**config.mk**
```make
export PLATFORM = sky130hd
export DESIGN_NAME = simd_lane_shifter
export DESIGN_NICKNAME = d
export VERILOG_FILES = /design/src/rtl/simd_shift_pkg.sv /design/src/rtl/lane_shift.sv /design/src/rtl/lane_group.sv /design/src/rtl/simd_lane_shifter.sv
export SDC_FILE = /design/constraint.sdc
export NUM_CORES = 1
export LEC_CHECK = 0
export BUFFER_PORTS_ARGS = -buffer_cell sky130_fd_sc_hd__buf_2
export CAP_MARGIN = 20
export CORE_ASPECT_RATIO = 1.25
export CORE_UTILIZATION = 25
export DETAILED_ROUTE_END_ITERATION = 6
export HOLD_SLACK_MARGIN = 0.1
export PLACE_DENSITY = 0.45
export SYNTH_ARGS = -nofsm -noshare
export SYNTH_HDL_FRONTEND = slang
export SYNTH_SLANG_ARGS = --single-unit
export TNS_END_PERCENT = 50
```
**constraint.sdc**
```tcl
create_clock -name clk -period 9.18 [get_ports clk]
set_input_delay 0.459 -clock clk [delete_from_list [all_inputs] [get_ports clk]]
set_output_delay 0.459 -clock clk [all_outputs]
set_load 0.02 [all_outputs]
```
**src/rtl/simd_shift_pkg.sv**
```systemverilog
package simd_shift_pkg;

  typedef enum logic [1:0] {
    LS_BYTE = 2'b00,
    LS_HALF = 2'b01,
    LS_WORD = 2'b10,
    LS_RSVD = 2'b11
  } lane_size_e;

  localparam logic [2:0] OP_SLL  = 3'd0;
  localparam logic [2:0] OP_SRL  = 3'd1;
  localparam logic [2:0] OP_SRA  = 3'd2;
  localparam logic [2:0] OP_SRAR = 3'd3;
  localparam logic [2:0] OP_SLLS = 3'd4;

  // Which operations each lane size offers.
  function automatic logic op_allowed(input logic [1:0] ls, input logic [2:0] op);
    logic ok;
    case (ls)
      LS_BYTE: ok = (op == OP_SLL) || (op == OP_SRL) || (op == OP_SRA) || (op == OP_SRAR);
      LS_HALF: ok = (op <= OP_SLLS);
      LS_WORD: ok = (op == OP_SRAR) || (op == OP_SLLS);
      default: ok = 1'b0;
    endcase
    return ok;
  endfunction

  function automatic logic op_is_right(input logic [2:0] op);
    return (op == OP_SRL) || (op == OP_SRA) || (op == OP_SRAR);
  endfunction

endpackage

```
**src/rtl/lane_shift.sv**
```systemverilog
module lane_shift
  import simd_shift_pkg::*;
#(
  parameter int LANE_W = 8,
  localparam int SA_W = $clog2(LANE_W)
) (
  input  logic [LANE_W-1:0] lane_in,
  input  logic [SA_W-1:0]   amt,
  input  logic [2:0]        op,
  output logic [LANE_W-1:0] lane_out,
  output logic              lane_ovf
);

  localparam logic [LANE_W-1:0] POS_MAX = {1'b0, {(LANE_W-1){1'b1}}};
  localparam logic [LANE_W-1:0] NEG_MIN = {1'b1, {(LANE_W-1){1'b0}}};

  logic [LANE_W-1:0]        shl;
  logic signed [LANE_W-1:0] back;
  logic                     lost;
  logic [LANE_W:0]          bias;
  logic signed [LANE_W:0]   ext_sum;

  // Left shift, then arithmetic shift back: any mismatch means the
  // discarded bits or the new sign disagreed with the original sign.
  assign shl     = lane_in << amt;
  assign back    = $signed(shl) >>> amt;
  assign lost    = (back != $signed(lane_in));

  // Rounding bias 2^(amt-1), zero when amt is 0.
  assign bias    = ((LANE_W+1)'(1) << amt) >> 1;
  assign ext_sum = $signed({lane_in[LANE_W-1], lane_in}) + $signed(bias);

  always_comb begin
    lane_out = '0;
    lane_ovf = 1'b0;
    case (op)
      OP_SLL: begin
        lane_out = shl;
        lane_ovf = lost;
      end
      OP_SLLS: begin
        lane_ovf = lost;
        if (lost) lane_out = lane_in[LANE_W-1] ? NEG_MIN : POS_MAX;
        else      lane_out = shl;
      end
      OP_SRL:  lane_out = lane_in >> amt;
      OP_SRA:  lane_out = $signed(lane_in) >>> amt;
      OP_SRAR: lane_out = LANE_W'(ext_sum >>> amt);
      default: lane_out = '0;
    endcase
  end

endmodule

```
**src/rtl/lane_group.sv**
```systemverilog
module lane_group
  import simd_shift_pkg::*;
#(
  parameter int DATA_W = 32,
  parameter int LANE_W = 8,
  localparam int N_LANES = DATA_W / LANE_W,
  localparam int SA_W    = $clog2(LANE_W)
) (
  input  logic [DATA_W-1:0] data_in,
  input  logic [SA_W-1:0]   amt,
  input  logic [2:0]        op,
  output logic [DATA_W-1:0] data_out,
  output logic              any_ovf
);

  logic [N_LANES-1:0] ovf_vec;

  for (genvar k = 0; k < N_LANES; k++) begin : g_lane
    lane_shift #(.LANE_W(LANE_W)) u_lane (
      .lane_in  (data_in[k*LANE_W +: LANE_W]),
      .amt      (amt),
      .op       (op),
      .lane_out (data_out[k*LANE_W +: LANE_W]),
      .lane_ovf (ovf_vec[k])
    );
  end

  assign any_ovf = |ovf_vec;

endmodule

```
**src/rtl/simd_lane_shifter.sv**
```systemverilog
module simd_lane_shifter
  import simd_shift_pkg::*;
#(
  parameter int DATA_W = 32,
  parameter int BYTE_W = 8,
  parameter int HALF_W = 16,
  localparam int SH_W  = $clog2(DATA_W),
  localparam int BSA_W = $clog2(BYTE_W),
  localparam int HSA_W = $clog2(HALF_W)
) (
  input  logic              clk,
  input  logic              rst,
  input  logic              in_valid,
  input  logic [DATA_W-1:0] operand,
  input  logic [SH_W-1:0]   shamt,
  input  logic [1:0]        lane_sel,
  input  logic [2:0]        op_sel,
  input  logic              ovf_clr,
  output logic              out_valid,
  output logic [DATA_W-1:0] result,
  output logic              ovf_flag,
  output logic              ovf_sticky
);

  logic [DATA_W-1:0] byte_res, half_res, word_res, sel_res;
  logic              byte_ovf, half_ovf, word_ovf, sel_ovf;
  logic              legal;

  lane_group #(.DATA_W(DATA_W), .LANE_W(BYTE_W)) u_bytes (
    .data_in (operand), .amt(shamt[BSA_W-1:0]), .op(op_sel),
    .data_out(byte_res), .any_ovf(byte_ovf)
  );

  lane_group #(.DATA_W(DATA_W), .LANE_W(HALF_W)) u_halves (
    .data_in (operand), .amt(shamt[HSA_W-1:0]), .op(op_sel),
    .data_out(half_res), .any_ovf(half_ovf)
  );

  lane_group #(.DATA_W(DATA_W), .LANE_W(DATA_W)) u_word (
    .data_in (operand), .amt(shamt), .op(op_sel),
    .data_out(word_res), .any_ovf(word_ovf)
  );

  assign legal = op_allowed(lane_sel, op_sel);

  always_comb begin
    sel_res = '0;
    sel_ovf = 1'b0;
    if (legal) begin
      case (lane_sel)
        LS_BYTE: begin sel_res = byte_res; sel_ovf = byte_ovf; end
        LS_HALF: begin sel_res = half_res; sel_ovf = half_ovf; end
        LS_WORD: begin sel_res = word_res; sel_ovf = word_ovf; end
        default: begin sel_res = '0;       sel_ovf = 1'b0;     end
      endcase
    end
  end

  always_ff @(posedge clk) begin
    if (rst) begin
      out_valid  <= 1'b0;
      result     <= '0;
      ovf_flag   <= 1'b0;
      ovf_sticky <= 1'b0;
    end else begin
      out_valid <= in_valid;
      if (in_valid) begin
        result   <= sel_res;
        ovf_flag <= sel_ovf;
      end
      ovf_sticky <= (ovf_sticky & ~ovf_clr) | (in_valid & sel_ovf);
    end
  end

  // one-cycle latency of accepted operations
  a_r11_valid_latency: assert property (@(posedge clk) disable iff (rst)
    in_valid |=> out_valid);

  // idle cycles hold the data outputs
  a_r11_idle_hold: assert property (@(posedge clk) disable iff (rst)
    !in_valid |=> (!out_valid && $stable(result) && $stable(ovf_flag)));

  // right shifts never report overflow
  a_r8_right_quiet: assert property (@(posedge clk) disable iff (rst)
    (in_valid && op_is_right(op_sel)) |=> !ovf_flag);

  // a reported overflow is always reflected in the sticky bit
  a_r9_sticky_covers: assert property (@(posedge clk) disable iff (rst)
    (out_valid && ovf_flag) |-> ovf_sticky);

  // the sticky bit only drops after a clear request
  a_r9_fall_needs_clear: assert property (@(posedge clk) disable iff (rst)
    $fell(ovf_sticky) |-> $past(ovf_clr));

  // reserved combinations produce zero and no overflow
  a_r10_reserved_zero: assert property (@(posedge clk) disable iff (rst)
    (in_valid && !legal) |=> (result == '0 && !ovf_flag));

endmodule

```
==> out/results.ini <==
[synthesis]
netlist_top_cells_area = mux2i_1 7.1%, a21oi_1 6.7%, nand2_1 5.8%
syn_avg_cell_area_um2 = 6.57
synth_top_area_share_pct = 7.10
seq_area_frac_synth_pct = 3.05
synth_area_um2 = 23000
yosys-top-cells-count = 357 x nand2_1, 356 x nor2_1, 309 x a21oi_1
synth_most_common_cell = nand2_1
ys.warnings.count = 0
synth_cell_type_count = 98
synth-main-ff-cell = dfxtp_1
async_flop_share_pct = 0
synth_edf_count = 0
syn-instance-count = 3494
syn-num-nets = 3636
synth_seq_cells = 35
yosysTopAreaCell = mux2i_1

[route]
wl_um = 194000
routedWlPerCell_um = 42.1
postRouteAntennaNets = 0
via_count = 32600
first_iter_violations = 5578
vias_per_cell = 7.08
drcViolationCount = 44
firstDrtPassIters = 7

[clock_tree]
numCtsBuffers = 5
clk_pin_slew_worst_paths_ns = 0.06
cts.sinks = 35
htreeDepth = 2
clk-insertion-delay-late_ns = 0.28
cts_tree = built
ctsRootBufferMaster = clkbuf_16
cts_hold_buf = 0
clk_path_buf_depth = 2
cts_setup_buffers = 0
post_cts_resized = 0

[die]
io-pin-count = 81
die_x_um = 273
core_area_um2 = 90500
num_rows = 123
fp.dieH_um = 341
die_area_um2 = 93100
initial_core_util_pct = 25.4

[placed_design]
dp_cells = 4583
io_buffers = 80
place_congestion = 1.08
dp_hpwl_um = 148000
dp_worst_setup_slack_ns = 1.86
dpl-instance-area_um2 = 24800

[worst_setup_path]
max_stage_delay_ns = 0.98
path_depth = 19
timing.rr.end = result[6]$_SDFFE_PP0P_
arrival_ns = 7.63
critPathBufInv = 2
cp-end-kind = register
r2r_slack_ns = 7.41
r2r_start = result[6]$_SDFFE_PP0P_
crit_required_ns = 9.34
crit_family = simple AND/OR/NAND/NOR gates
slowest_stage = nor4_1
worstSetupPathType = in -> reg
start_kind = input port
crit_chain = buf_6 -> nor2_2 -> buf_4 -> nand2_1 -> nor2_1 -> ha_1 -> nand2_1 -> nor4_1 -> nand2_1 -> o211ai_1 -> a31oi_1 -> xnor2_1 -> a221oi_1 -> mux4_2 -> a221oi_1 -> o21ai_0 -> o21ai_0 -> nor3_1 -> o21ai_0
worstPathMaxFanout = 46
ff2ff_path_depth = 4

[worst_hold_path]
worst_hold_path.endpoint = ovf_sticky$_SDFF_PP0_
min_path_cells = 4
holdCritPathClass = in -> reg
min_from = ovf_clr

[global_route]
grt_usage_pct = 40.1
grt_pass1_wl_um = 262000
first_global_vias = 30300
grt_max_degree = 100
antenna_found_initial = 19
grt_overflow = 0

[cells_and_area]
syn2layout_area_growth_pct = 9.02
stdcell_area_um2 = 25000
drive_gt1_share_pct = 12.6
stdcell_count = 4602
layout.nets = 3550
fin_util_pct = 27.7

[pwr]
p_total_mw = 2.14
p_leak_nw = 9.56
p_per_area_nw_per_um2 = 85.6
ir_drop_uv = 78.9

[sta]
slew_headroom_pct = 16.7
final_hold_viol_count = 0
setup_viol = 0
drv_slew = 0
tightest_slew_ns = 1.25
period_needed_ns = 7.47
fmax_mhz = 134
tns_ns = 0
fin_skew_ns = 0
fin_crit_sh_pct = 81.4
setup_ws_ns = 1.71
whs_ns = 0.416
rsz0062_at_grt = no

[run_status]
status = complete, but fails checks
violations = design-rule violations

[flow_run]
cap_violations = 0

worst max-delay path by stage:
stage / from / to
after global placement: shamt[1] / result[24]$_SDFFE_PP0P_
after CTS: shamt[4] / result[10]$_SDFFE_PP0P_
after floorplan: shamt[3] / result[29]$_SDFFE_PP0P_
final: shamt[1] / result[14]$_SDFFE_PP0P_
after detailed placement: shamt[4] / result[10]$_SDFFE_PP0P_
after global routing: shamt[1] / result[24]$_SDFFE_PP0P_
cell families after synthesis:
family,share of synthesized area [%]
xor+xnor,3.47
compound gates,42.3
buf+inv,7.29
flops,3.05
simple gates,23.0
mux,15.3
fa+ha+maj,5.46
final cells by class:
| cell class | count | area [µm²] |
|---|---|---|
| diodes | 7 | 17.5 |
| clock buffers | 6 | 139 |
| clock inverters | 1 | 5.00 |
| fillers | 10300 | 65500 |
| inverters | 82 | 318 |
| multi-input cells | 3043 | 20700 |
| flip-flops and latches | 35 | 701 |
| well taps | 1187 | 1490 |
| repair buffers | 241 | 1710 |
cell usage in the layout (no fill, tap or decap), drive strengths merged, types with 29 or more instances in the layout:
| cell type | netlist | layout |
|---|---|---|
| nand2 | 357 | 357 |
| nor2 | 356 | 356 |
| a21oi | 309 | 309 |
| o21ai | 260 | 260 |
| buf | 109 | 238 |
| mux2i | 163 | 163 |
| nor3 | 94 | 94 |
| a211oi | 92 | 92 |
| ha | 89 | 89 |
| nand3 | 84 | 84 |
| inv | 75 | 77 |
| xnor2 | 74 | 74 |
| a21o | 69 | 69 |
| mux2 | 66 | 66 |
| a31oi | 64 | 64 |
| o211ai | 63 | 63 |
| o22ai | 61 | 61 |
| mux4 | 51 | 51 |
| and2 | 46 | 46 |
| nor2b | 41 | 41 |
| o31ai | 40 | 40 |
| o221ai | 38 | 38 |
| a22oi | 37 | 37 |
| dfxtp | 35 | 35 |
| o21a | 34 | 34 |
| a221oi | 34 | 34 |
| nand4 | 29 | 29 |
registers in the layout, indices dropped and copies added (netlist names):
| signal | cells |
|---|---|
| out_valid | 1 |
| result | 32 |
| ovf_sticky | 1 |
| ovf_flag | 1 |
worst min-delay path, cell delays in order:
cell and delay (ns):
buf_2 0.08, nor2_1 0.03, nand2_1 0.05, nand2_1 0.04
layer usage:
metal  up-vias  track usage, %  share of wire, %
met5         -          0.0516             0.024
met4         8            31.6               9.9
met3       807            11.0                11
met2      2768            61.1                43
met1     15700            47.2                36
li1      13300               -                 -
where the power goes:
part	switching, mW	total (mW)	internal (mW)
Sequential	0.00390	0.158	0.154
Clock	0.0777	0.184	0.106
Combinational	1.30	1.80	0.502
(Power assumes the default switching activity.)
